### src/rtl/dcp_step_pkg.sv
package dcp_step_pkg;
    typedef enum logic {
        DIR_DOWN = 1'b0,
        DIR_UP   = 1'b1
    } step_dir_e;
endpackage

### src/rtl/dcp_pulse_qualifier.sv
module dcp_pulse_qualifier #(
    parameter int SEL_W = 1
) (
    input  logic             clk,
    input  logic             rst_n,
    input  logic             scl_i,
    input  logic             sda_i,
    input  logic             step_en_i,
    input  logic [SEL_W-1:0] pot_sel_i,
    input  logic             stop_i,
    output logic             step_o,
    output dcp_step_pkg::step_dir_e dir_o,
    output logic [SEL_W-1:0] sel_o
);
    import dcp_step_pkg::*;

    typedef struct packed {
        logic             scl;
        logic             armed;
        step_dir_e        dir;
        logic [SEL_W-1:0] sel;
    } qual_t;

    qual_t st_d, st_q;
    logic  rise, fall;

    always_comb begin
        st_d   = st_q;
        rise   = scl_i && !st_q.scl;
        fall   = !scl_i && st_q.scl;
        step_o = 1'b0;
        st_d.scl = scl_i;
        if (rise) begin
            st_d.armed = step_en_i && !stop_i;
            st_d.dir   = sda_i ? DIR_UP : DIR_DOWN;
            st_d.sel   = pot_sel_i;
        end else if (scl_i) begin
            if (stop_i || (sda_i != logic'(st_q.dir))) begin
                st_d.armed = 1'b0;
            end
        end else if (fall) begin
            step_o     = st_q.armed && step_en_i && !stop_i;
            st_d.armed = 1'b0;
        end
        dir_o = st_q.dir;
        sel_o = st_q.sel;
    end

    always_ff @(posedge clk or negedge rst_n) begin
        if (!rst_n) begin
            st_q <= '{scl: 1'b1, armed: 1'b0, dir: DIR_DOWN, sel: '0};
        end else begin
            st_q <= st_d;
        end
    end

    // a commit can only happen on a falling serial clock edge
    p_step_on_fall_r8: assert property (@(posedge clk) disable iff (!rst_n)
        step_o |-> (!scl_i && st_q.scl));
    // with the enable low, no step is issued
    p_no_step_idle_r5: assert property (@(posedge clk) disable iff (!rst_n)
        !step_en_i |-> !step_o);
endmodule

### src/rtl/dcp_wiper_cell.sv
module dcp_wiper_cell #(
    parameter int              WIPER_W   = 8,
    parameter logic [WIPER_W-1:0] RESET_POS = '0
) (
    input  logic               clk,
    input  logic               rst_n,
    input  logic               hit_i,
    input  dcp_step_pkg::step_dir_e dir_i,
    output logic [WIPER_W-1:0] wiper_o
);
    import dcp_step_pkg::*;

    localparam logic [WIPER_W-1:0] TOP = '1;
    localparam logic [WIPER_W-1:0] BOT = '0;

    typedef struct packed {
        logic [WIPER_W-1:0] pos;
    } cell_t;

    cell_t st_d, st_q;

    always_comb begin
        st_d = st_q;
        if (hit_i) begin
            if (dir_i == DIR_UP) begin
                if (st_q.pos != TOP) st_d.pos = st_q.pos + 1'b1;
            end else begin
                if (st_q.pos != BOT) st_d.pos = st_q.pos - 1'b1;
            end
        end
    end

    always_ff @(posedge clk or negedge rst_n) begin
        if (!rst_n) st_q <= '{pos: RESET_POS};
        else        st_q <= st_d;
    end

    assign wiper_o = st_q.pos;

    // no wrap from the top code
    p_no_wrap_top_r6: assert property (@(posedge clk) disable iff (!rst_n)
        (wiper_o == TOP) |=> (wiper_o != BOT));
    // no wrap from the bottom code
    p_no_wrap_bot_r7: assert property (@(posedge clk) disable iff (!rst_n)
        (wiper_o == BOT) |=> (wiper_o != TOP));
    // a wiper moves by at most one code per cycle
    p_single_step_r2: assert property (@(posedge clk) disable iff (!rst_n)
        !$stable(wiper_o) |-> ((wiper_o == $past(wiper_o) + 1'b1) ||
                               (wiper_o == $past(wiper_o) - 1'b1)));
    // an unselected pot holds its value
    p_hold_unselected_r4: assert property (@(posedge clk) disable iff (!rst_n)
        !hit_i |=> $stable(wiper_o));
endmodule

### src/rtl/dcp_tap_decoder.sv
module dcp_tap_decoder #(
    parameter int              WIPER_W   = 8,
    parameter logic [WIPER_W-1:0] RESET_POS = '0
) (
    input  logic               clk,
    input  logic               rst_n,
    input  logic [WIPER_W-1:0] wiper_i,
    output logic [(1<<WIPER_W)-1:0] tap_o
);
    localparam int TAPS = 1 << WIPER_W;

    typedef struct packed {
        logic [TAPS-1:0] tap;
    } dec_t;

    dec_t st_d, st_q;

    always_comb begin
        st_d.tap          = '0;
        st_d.tap[wiper_i] = 1'b1;
    end

    always_ff @(posedge clk or negedge rst_n) begin
        if (!rst_n) st_q <= '{tap: TAPS'(1) << RESET_POS};
        else        st_q <= st_d;
    end

    assign tap_o = st_q.tap;

    // exactly one switch closed
    p_one_tap_r9: assert property (@(posedge clk) disable iff (!rst_n)
        $countones(tap_o) == 1);
    // the closed switch tracks the wiper one cycle later
    p_tap_tracks_r9: assert property (@(posedge clk) disable iff (!rst_n)
        1'b1 |=> tap_o[$past(wiper_i)]);
endmodule

### src/rtl/dcp_wiper_stepper.sv
module dcp_wiper_stepper #(
    parameter int NUM_POTS  = 2,
    parameter int WIPER_W   = 8,
    parameter int RESET_POS = 128,
    parameter int SEL_W     = (NUM_POTS > 1) ? $clog2(NUM_POTS) : 1
) (
    input  logic                          clk,
    input  logic                          rst_n,
    input  logic                          scl_i,
    input  logic                          sda_i,
    input  logic                          step_en_i,
    input  logic [SEL_W-1:0]              pot_sel_i,
    input  logic                          stop_i,
    output logic [NUM_POTS*WIPER_W-1:0]   wiper_o,
    output logic [NUM_POTS*(1<<WIPER_W)-1:0] tap_o
);
    import dcp_step_pkg::*;

    localparam int                 TAPS    = 1 << WIPER_W;
    localparam logic [WIPER_W-1:0] RST_VAL = WIPER_W'(RESET_POS);

    logic             step;
    step_dir_e        dir;
    logic [SEL_W-1:0] sel;

    dcp_pulse_qualifier #(.SEL_W(SEL_W)) u_qual (
        .clk       (clk),
        .rst_n     (rst_n),
        .scl_i     (scl_i),
        .sda_i     (sda_i),
        .step_en_i (step_en_i),
        .pot_sel_i (pot_sel_i),
        .stop_i    (stop_i),
        .step_o    (step),
        .dir_o     (dir),
        .sel_o     (sel)
    );

    for (genvar p = 0; p < NUM_POTS; p++) begin : g_pot
        logic               hit;
        logic [WIPER_W-1:0] pos;

        assign hit = step && (sel == SEL_W'(p));

        dcp_wiper_cell #(.WIPER_W(WIPER_W), .RESET_POS(RST_VAL)) u_cell (
            .clk     (clk),
            .rst_n   (rst_n),
            .hit_i   (hit),
            .dir_i   (dir),
            .wiper_o (pos)
        );

        dcp_tap_decoder #(.WIPER_W(WIPER_W), .RESET_POS(RST_VAL)) u_dec (
            .clk     (clk),
            .rst_n   (rst_n),
            .wiper_i (pos),
            .tap_o   (tap_o[p*TAPS +: TAPS])
        );

        assign wiper_o[p*WIPER_W +: WIPER_W] = pos;
    end
endmodule

### config.mk
export PLATFORM = sky130hd
export DESIGN_NAME = dcp_wiper_stepper
export DESIGN_NICKNAME = d
export VERILOG_FILES = /design/src/rtl/dcp_step_pkg.sv /design/src/rtl/dcp_pulse_qualifier.sv /design/src/rtl/dcp_wiper_cell.sv /design/src/rtl/dcp_tap_decoder.sv /design/src/rtl/dcp_wiper_stepper.sv
export SDC_FILE = /design/constraint.sdc
export NUM_CORES = 1
export LEC_CHECK = 0
export ABC_AREA = 0
export ABC_CLOCK_PERIOD_IN_PS = 2450
export BUFFER_PORTS_ARGS = -buffer_cell sky130_fd_sc_hd__buf_2
export CAP_MARGIN = 30
export CELL_PAD_IN_SITES_DETAIL_PLACEMENT = 1
export CELL_PAD_IN_SITES_GLOBAL_PLACEMENT = 2
export CORE_ASPECT_RATIO = 1.1
export CORE_MARGIN = 2
export CORE_UTILIZATION = 32
export DETAILED_ROUTE_END_ITERATION = 6
export GPL_TIMING_DRIVEN = 0
export PLACE_DENSITY = 0.75
export SETUP_SLACK_MARGIN = 0.15
export SLEW_MARGIN = 25
export SYNTH_ARGS = -nofsm -noshare
export SYNTH_HDL_FRONTEND = slang
export SYNTH_SLANG_ARGS = --single-unit
### constraint.sdc
create_clock -name clk -period 2.45 [get_ports clk]
set_input_delay 0 -clock clk [delete_from_list [all_inputs] [get_ports clk]]
set_output_delay 0 -clock clk [all_outputs]
set_load 0.02 [all_outputs]
## After elaboration in Yosys (flattened, before gate mapping)

Cells that the tools add are included.

| storage, ports and cells | value |
|---|---|
| flip-flop bits (word level) | 532 |
| input port bits | 7 |
| output and inout port bits | 528 |
| logic and storage cells | 62 |

| operators by class | value |
|---|---|
| add/sub/neg operators | 4 |
| magnitude comparators | 4 |
| equal/unequal tests | 6 |
| mux-type cells | 18 |
| bitwise logic cells | 1 |
| reductions and logical operators | 21 |

Operators with widths:

| cell | count |
|---|---|
| 8-bit 2-to-1 mux | 6 |
| 8-bit by 9-bit less-than comparator with 1-bit output (second input constant) | 2 |
| 8-bit by 1-bit adder with 8-bit output (second input constant) | 2 |
| 1-bit demux with 8-bit select | 2 |
| 8-bit by 1-bit >= comparator with 1-bit output (second input constant) | 2 |
| 8-bit != test (second input constant) | 2 |
| 8-bit nonzero test | 2 |
| 8-bit by 1-bit subtractor with 8-bit output (second input constant) | 2 |
| 1-bit 2-to-1 mux | 10 |
| 1-bit logical AND | 9 |
| 3-bit AND reduction | 2 |
| 2-bit by 1-bit != test with 1-bit output (second input constant) | 2 |
| 2-bit nonzero test | 2 |
| 1-bit zero test | 3 |
| 3-bit by 1-bit != test with 1-bit output (second input constant) | 1 |
| 3-bit nonzero test | 1 |
| 2-bit AND reduction | 1 |
| 1-bit logical OR | 1 |
| 1-bit != test | 1 |
| 1-bit inverter | 1 |

## Longest topological paths before layout

Gate-level depths: netlist of the first run.

| logic depth | value |
|---|---|
| word-level depth | 7 |
| mapped depth | 8 |
| gate-level depth less buffers | 7 |

## Cells and area by module

A second synthesis of the first run with hierarchy kept.

| unflattened totals | value |
|---|---|
| cell total of the unflattened synthesis | 1347 |
| area, all modules | 17598.1 µm² |

By module, submodules not included:

| module | times used | cells each | area each (µm²) | sequential area each (µm²) |
|---|---|---|---|---|
| dcp_tap_decoder (g_pot[1].u_dec) | 1 | 606 | 8087.8 | 6407.4 |
| dcp_tap_decoder (g_pot[0].u_dec) | 1 | 606 | 8074.0 | 6407.4 |
| dcp_wiper_cell | 2 | 59 | 623.1 | 201.4 |
| dcp_pulse_qualifier | 1 | 15 | 173.9 | 101.3 |
| dcp_wiper_stepper | 1 | 2 | 16.3 | 0.0 |

## Least setup slack after synthesis of the first run

OpenSTA, ideal clock, no wires.

| path | value |
|---|---|
| kind | register to register |
| start | register u_qual.st_q (netlist bit u_qual.dir_o) |
| end | register g_pot[1].u_cell.st_q (netlist bit g_pot[1].u_cell.wiper_o[6]) |
| data arrival time | 2.174 ns |
| required time | 2.386 ns |
| setup slack | 0.211 ns |
| stages on the path, launching flop included | 8 |
| period minus slack after synthesis | 2.239 ns |
| cell sequence | dfrtp_1 -> inv_1 -> ha_1 -> a21o_1 -> a21oi_1 -> or4b_2 -> o2111ai_1 -> mux2_4 |

| on the way | value |
|---|---|
| cells in the longest elaborated chain, start to end | 2 |

RTL lines:

| what | line | RTL |
|---|---|---|
| start, declared | dcp_pulse_qualifier.sv:24 | `qual_t st_d, st_q;` |
| start signal, assigned | dcp_pulse_qualifier.sv:51 | `st_q <= '{scl: 1'b1, armed: 1'b0, dir: DIR_DOWN, sel: '0};` |
| start signal, assigned | dcp_pulse_qualifier.sv:53 | `st_q <= st_d;` |
| 2-bit by 1-bit != test with 1-bit output (no source line) or 2-bit nonzero test (tied branches) | -- |  |
| 3-bit AND reduction (no source line) | -- |  |
| end signal, assigned | dcp_wiper_cell.sv:34 | `if (!rst_n) st_q <= '{pos: RESET_POS};` |
| end signal, assigned | dcp_wiper_cell.sv:35 | `else st_q <= st_d;` |
| end, declared | dcp_wiper_cell.sv:20 | `cell_t st_d, st_q;` |

Several ways; a longest one is shown, not always the timed one.
A chain may end at the register's enable or synchronous reset.

## Worst setup path in the final report of the first run

| path | value |
|---|---|
| start | register u_qual.st_q (netlist bit u_qual.dir_o) |
| end | register g_pot[0].u_cell.st_q (netlist bit g_pot[0].u_cell.wiper_o[7]) |

| on the way | value |
|---|---|
| cells in the longest elaborated chain, start to end | 2 |

RTL lines:

| what | line |
|---|---|
| 2-bit by 1-bit != test with 1-bit output (no source line) or 2-bit nonzero test (tied branches) | -- |
| 3-bit AND reduction (no source line) | -- |
| end signal, assigned | dcp_wiper_cell.sv:34 |
| end signal, assigned | dcp_wiper_cell.sv:35 |
| end, declared | dcp_wiper_cell.sv:20 |

Several ways; a longest one is shown, not always the timed one.

==> results of run 1 <==
## what timing repair did
action / in CTS / in global routing
gates cloned: 0 / 0
resized for setup: 6 / 22
endpoints found under the hold margin: 229 / 0
pin swaps: 2 / 2
endpoints found under the setup margin: 42 / 102
setup buffers: 8 / 5
hold buffers: 8 / 0
## Yosys cell counts, types with 2 or more instances
| cell type | number | area (um2) |
|---|---|---|
| mux2_4 | 10 | 150 |
| nand4_1 | 4 | 25.0 |
| a21oi_1 | 7 | 35.0 |
| nor2b_1 | 17 | 106 |
| fa_1 | 2 | 40.0 |
| clkbuf_1 | 69 | 259 |
| or4_1 | 2 | 15.0 |
| o21ai_4 | 2 | 32.5 |
| o2111ai_1 | 2 | 17.5 |
| dfstp_2 | 5 | 131 |
| mux2i_1 | 3 | 30.0 |
| or4_4 | 2 | 22.5 |
| nand3_1 | 27 | 135 |
| buf_2 | 6 | 30.0 |
| ha_1 | 12 | 150 |
| a21o_1 | 7 | 52.6 |
| a211oi_1 | 4 | 30.0 |
| o21ai_0 | 4 | 20.0 |
| nand2b_1 | 2 | 12.5 |
| o21a_1 | 2 | 15.0 |
| a21oi_4 | 2 | 32.5 |
| buf_1 | 2 | 7.51 |
| inv_1 | 7 | 26.3 |
| xnor2_1 | 11 | 96.3 |
| buf_6 | 6 | 67.6 |
| nor3_1 | 6 | 30.0 |
| nand2_1 | 33 | 124 |
| dfrtp_1 | 527 | 13200 |
| o21bai_1 | 2 | 15.0 |
| nor2_1 | 529 | 1990 |
## per-layer routing
metal | part of all wire | up-vias | global-route usage
met3 | 0.10 | 93 | 0.0955
li1 | - | 5335 | -
met5 | 0 | - | 0
met2 | 0.49 | 491 | 0.386
met1 | 0.38 | 6352 | 0.258
met4 | 0.028 | 0 | 0.0680
## area by class of cell
type | instances | area, um2 | area share
Sequential cell | 532 | 13300 | 0.586
Multi-Input combinational cell | 704 | 3310 | 0.145
Timing Repair Buffer | 561 | 3040 | 0.134
Clock buffer | 76 | 1560 | 0.0684
Tap cell | 675 | 845 | 0.0371
Buffer | 83 | 378 | 0.0166
Clock inverter | 24 | 267 | 0.0117
Inverter | 7 | 30.0 | 0.00132
## kinds of logic (layout without fill, tap and decap cells)
family,after synthesis,count (layout),synth area share
AND/OR/NAND/NOR,626,626,0.147
multiplexers,14,14,0.0113
XOR/XNOR,12,12,0.00619
buffers and inverters,91,751,0.0234
adder cells (fa/ha/maj),14,14,0.0112
AO/OA/AOI/OAI,38,38,0.0175
flip-flops,532,532,0.784
## state kept, by name (all words and copies together) (netlist names)
register and cells:
g_pot.u_cell.wiper_o 16, g_pot.u_dec.tap_o 512, u_qual.dir_o 1, u_qual.sel_o 1, u_qual.st_q 2
## through the flow
step	setup slack, ps	total power (W)	std cells	instance area, um2	util
floorplan	211	0.00976	1327	17000	-
global placement	-9040	0.0103	2536	20500	0.391
global route	125	0.0194	2662	22700	0.434
CTS	172	0.0189	2658	22700	0.433
finish	215	0.0187	2662	22700	0.434
detailed placement	-400	0.0104	2542	20700	0.395
## how the worst max path moves through the flow
stage	start	to	slack, ps	cells after the start
final	u_qual.dir_o	g_pot[0].u_cell.wiper_o[7]	210	8
after global routing	u_qual.dir_o	g_pot[0].u_cell.wiper_o[7]	120	8
after CTS	g_pot[1].u_cell.wiper_o[7]	g_pot[1].u_cell.wiper_o[1]	170	6
after detailed placement	g_pot[1].u_cell.wiper_o[7]	g_pot[1].u_cell.wiper_o[5]	-400	5
after global placement	rst_n	g_pot[1].u_dec.tap_o[0]	-9040	1
after floorplan	u_qual.dir_o	g_pot[1].u_cell.wiper_o[6]	210	7
## worst max-delay path, delay by kind of cell (launching register included)
family                   cells  cell delay [ps]
AO/OA/AOI/OAI                3              680
flip-flops                   1              400
adder cells (fa/ha/maj)      1              360
buffers and inverters        2              330
multiplexers                 1              260
XOR/XNOR                     1              140
## power by group through the flow
stage,Sequential [W],Clock (W),Combinational [W]
2_1_floorplan,0.00915,0,0.000618
3_3_place_gp,0.00908,0,0.00125
3_5_place_dp,0.00907,0,0.00131
4_1_cts,0.00891,0.00867,0.00136
5_1_grt,0.00891,0.00898,0.00147
6_report,0.00891,0.00845,0.00134
==> results.yml, run 1 <==
run_status:
  status: "finished clean"
logic_synthesis:
  async_flop_share: 1.00
  avgSynthCellArea_um2: 12.8
  syn_nets: 1348
  synth_cell_type_count: 43
  ys.flop_type: "dfrtp_1"
  synth_area_um2: 17000
  synth_edf_count: 0
  yosys_warnings: 0
  ys_seq_area_frac: 0.784
  ys_ff_latch: 532
  syn_inst: 1327
timing:
  slew_viol_final: 0
  skew_ps: 18.7
  max_freq_ghz: 0.447
  holdWs_ps: 116
  finalSetupTns_ps: 0
  rsz0062_at_grt: "yes"
  finalSetupViolCount: 0
  period_share: 0.912
  hold_viol: 0
  worst_pin_slew_ps: 921
  slew-limit-headroom: 0.386
  timing.final.crit_period_ps: 2240
pwr:
  pwr-share-comb: 0.072
  vdd_drop_max_mv: 0.606
  leakagePower_nw: 12.5
  intPower_w: 0.0142
  pwr-share-seq: 0.476
  swShare: 0.241
  power.switching_w: 0.00451
  powerDensity_nw_per_um2: 822
  clockPowerShare: 0.452
setup_path:
  arrival_ps: 2760
  worst-setup-path-type: "flop to flop"
  cp-end-kind: "flop"
  critPathLaunchType: "flop"
  r2r_slack_ps: 210
  slowest_stage: "dfrtp_2"
  crit_chain: "clkinvlp_4 > buf_4 > ha_1 > a21o_1 > a21o_1 > a211oi_1 > mux2i_1 > xnor2_1"
  cp_common_cell: "a21o_1"
  reg2reg_depth: 8
  rr_endpoint: "g_pot[0].u_cell.wiper_o[7]"
  worst-path-max-fanout: 6
  cp_slowest_stage_delay_ps: 400
  required_ps: 2970
  r2r-start: "u_qual.dir_o"
floorplan:
  num_rows: 88
  core_area_um2: 52400
  io_pins: 535
  die_area_um2: 55000
  die_w_um: 224
  start_util: 0.324
  die_h_um: 246
placement:
  finalWeightedCongestion: 0.802
  dpl.hpwl_mm: 45.4
  port_buffers: 534
worst_hold_path:
  hold_path_end: "u_qual.st_q[3]"
  worstHoldPathCells: 2
  hold_path.class: "primary input to flop"
  worstHoldStart: "scl_i"
grt:
  antenna_found_initial: 0
  grt_overflow_total: 0
  grt_max_degree: 97
  grt.total_usage: 0.226
  grt_pass1_wl_mm: 90.2
  grt_pass1_vias: 13482
finish:
  final_common_cell: "buf_2"
  fillCellCount: 5803
  num-nets-final: 1964
  n_antenna_cell: 0
  drive_above_1_share: 0.352
  mostFrequentLayoutCells: "539 x buf_2, 528 x nor2_1, 526 x dfrtp_1"
  syn_to_final_growth_pct: 33.9
detailed_routing:
  drcViolationCount: 0
  drt_pass1_iterations: 6
  via_per_inst: 4.61
  wire_per_inst_um: 23.4
  drt_iter0_drc: 628
  antenna_left: 0
  dr_total_vias: 12271
  drt-total-wl_mm: 62.3
clock_network:
  tritoncts: "built"
  h-tree-depth: 2
  cts_sinks: 532
  insertion_delay_ps: 600
  clk_pin_slew_ps: 60
  cts_buffers: 54
  cts-root-buf: "clkbuf_16"
  clock_path_buffers: 3
job:
  drv_cap: 0
Note: power is estimated with default switching activity, not from simulation.
==> run 2: changes to the inputs <==
--- a/config.mk
+++ b/config.mk
@@ -13,12 +13,13 @@
 export CELL_PAD_IN_SITES_GLOBAL_PLACEMENT = 2
 export CORE_ASPECT_RATIO = 1.1
 export CORE_MARGIN = 2
-export CORE_UTILIZATION = 32
+export CORE_UTILIZATION = 33
 export DETAILED_ROUTE_END_ITERATION = 6
 export GPL_TIMING_DRIVEN = 0
-export PLACE_DENSITY = 0.75
+export PLACE_DENSITY = 0.76
 export SETUP_SLACK_MARGIN = 0.15
 export SLEW_MARGIN = 25
 export SYNTH_ARGS = -nofsm -noshare
 export SYNTH_HDL_FRONTEND = slang
+export SYNTH_HIERARCHICAL = 1
 export SYNTH_SLANG_ARGS = --single-unit
==> run 2 against run 1 <==
Net effect: synthesized cell count is 1.5% higher; critical path type unchanged; worst setup slack better by 44 ps; fmax is 2.0% higher; clock power is 0.7% higher.
==> results.yml, run 2 <==
timing:
  finalSetupTns_ps: 0
  period_share: 0.894
  max_freq_ghz: 0.456
  rsz0062_at_grt: "no"
  slew-limit-headroom: 0.552
  slew_viol_final: 0
  hold_viol: 0
  holdWs_ps: 20.2
  finalSetupViolCount: 0
  worst_pin_slew_ps: 671
  timing.final.crit_period_ps: 2190
  setup_ws_ps: 259
  skew_ps: 19.7
logic_synthesis:
  synth_commonest_cells: "527 x dfrtp_1, 477 x nor2_1, 54 x buf_2"
  async_flop_share: 1.00
  syn_nets: 1368
  ys.flop_type: "dfrtp_1"
  ys_top_cells_by_area: "dfrtp_1 75%, nor2_1 10%, buf_2 1.5%"
  synth_most_common_cell: "dfrtp_1"
  ys_ff_latch: 532
  synth_area_um2: 17600
  synth_cell_type_count: 42
  yosysTopAreaCellShare: 0.749
  synth.largest_area_cell: "dfrtp_1"
  yosys_warnings: 6
  syn_inst: 1347
  synth_edf_count: 0
  avgSynthCellArea_um2: 13.1
  ys_seq_area_frac: 0.757
clock_network:
  clock_path_buffers: 3
  insertion_delay_ps: 610
  clk_pin_slew_ps: 60
  h-tree-depth: 2
  cts-root-buf: "clkbuf_16"
  cts_buffers: 53
  tritoncts: "built"
  cts_sinks: 532
detailed_routing:
  drt_iter0_drc: 765
  drt_pass1_iterations: 4
  dr_total_vias: 12492
  wire_per_inst_um: 23.3
  drcViolationCount: 0
  via_per_inst: 4.67
  antenna_left: 0
  drt-total-wl_mm: 62.3
finish:
  num-nets-final: 1976
  drive_above_1_share: 0.388
  final_common_cell: "buf_2"
  n_antenna_cell: 0
  syn_to_final_growth_pct: 32.3
  post-route-util: 0.442
  mostFrequentLayoutCells: "588 x buf_2, 524 x dfrtp_1, 477 x nor2_1"
  largest_reg_flops: 512
  postLayoutCellArea_um2: 23300
pwr:
  intPower_w: 0.0143
  power.switching_w: 0.00449
  leakagePower_nw: 12.7
  pwr-share-comb: 0.069
  powerDensity_nw_per_um2: 806
  swShare: 0.239
  vdd_drop_max_mv: 0.638
  clockPowerShare: 0.453
  pwr-share-seq: 0.478
grt:
  grt_use_met1: 0.251
  grt_pass1_vias: 13497
  use_met2: 0.389
  antenna_found_initial: 0
  busiest_layer: "met2"
  grt_pass1_wl_mm: 90.2
  grt.total_usage: 0.224
  grtUsageMet3: 0.0643
  grt_max_degree: 102
  grt_overflow_total: 0
run_status:
  status: "finished clean"
floorplan:
  die_w_um: 224
  start_util: 0.334
  io_pins: 535
  core_area_um2: 52600
  num_rows: 88
  die_h_um: 246
  die_area_um2: 55200
placement:
  finalWeightedCongestion: 0.813
  place_ws_ps: -155
  placedInstanceArea_um2: 21300
  port_buffers: 534
  dpl.hpwl_mm: 45.7
job:
  drv_cap: 0
worst_hold_path:
  hold_path.class: "primary input to async pin"
setup_path:
  worst-setup-path-type: "flop to flop"
  arrival_ps: 2680
  required_ps: 2940
  worst-path-max-fanout: 7
  cp-end-kind: "flop"
  critPathLaunchType: "flop"
==> run 2: changes by cell type in the layout (fill, tap and decap cells not counted), moves of 13 or more <==
cell	change
buf_6	+15
nand4bb_1	+24
nand3_1	-22
nand4b_1	+15
nand2_1	-29
nor2_1	-51
nor2_2	+38
nor2b_1	-14
buf_2	+49
or4b_1	+13
==> run 2: kinds of logic after synthesis <==
group                      Yosys count  synth area share
adders and majority gates           14            0.0108
xor gates and xnor gates            15           0.00747
muxes                               10           0.00811
AOI/OAI and AO/OA                   40            0.0152
DFF                                532             0.757
buffers and inverters              129            0.0403
and+or+nand+nor                    607             0.161
==> run 2: per-stage QoR <==
stage               power [W]  cells
global route           0.0194   2674
global placement       0.0104   2556
floorplan             0.00982   1347
CTS                    0.0190   2672
detailed placement     0.0104   2564
finish                 0.0188   2674
==> run 2: critical path, cell delays in order (launching register included) <==
cell     delay, ps
dfrtp_2        450
inv_1          230
ha_1           330
a21o_1         210
a311o_1        370
a21oi_2        160
xnor2_1         80
mux2_4         250
==> run 2: routing by layer <==
layer / part of all wire / vias up
met5: 0 / -
met2: 0.50 / 452
met1: 0.37 / 6464
met4: 0.054 / 0
met3: 0.071 / 135
li1: - / 5441
==> run 2: final cells by class <==
cell class | instances | area [um2]
multi-input combinational | 686 | 3570
timing repair buffer | 553 | 2990
clock buffer | 78 | 1570
buffer | 126 | 701
inverter | 3 | 11.3
tap | 675 | 845
clock inverter | 21 | 274
fill | 5801 | 29300
sequential | 532 | 13300
==> run 2: power by group through the flow <==
stage	clock network (W)	registers, W	logic, W
after floorplan	0	0.00918	0.000637
after global placement	0	0.00914	0.00121
after detailed placement	0	0.00914	0.00129
after CTS	0.00869	0.00897	0.00132
after global routing	0.00904	0.00898	0.00141
final	0.00851	0.00897	0.00129
==> run 2: final timing paths <==
path / depth (start not counted) / from / end / slack (ps)
setup reg to reg: 7 / u_qual/dir_o / g_pot[1].u_cell/wiper_o[6] / 260
setup / recovery: 7 / u_qual/dir_o / g_pot[1].u_cell/wiper_o[6] / 260
min in group clk: 2 / scl_i / u_qual/st_q[3] / 90
hold reg to reg: 1 / u_qual/sel_o / u_qual/sel_o / 510
hold / removal: 3 / rst_n / g_pot[1].u_dec/tap_o[39] / 20
max in group asynchronous: 6 / rst_n / g_pot[1].u_cell/wiper_o[7] / 1000
==> run 2: timing repair <==
action	4_1_cts	5_1_grt
hold buffers	7	0
setup endpoints to repair	6	7
setup buffers	2	2
hold endpoints to repair	333	0
pin swaps	0	1
resized for setup	1	5
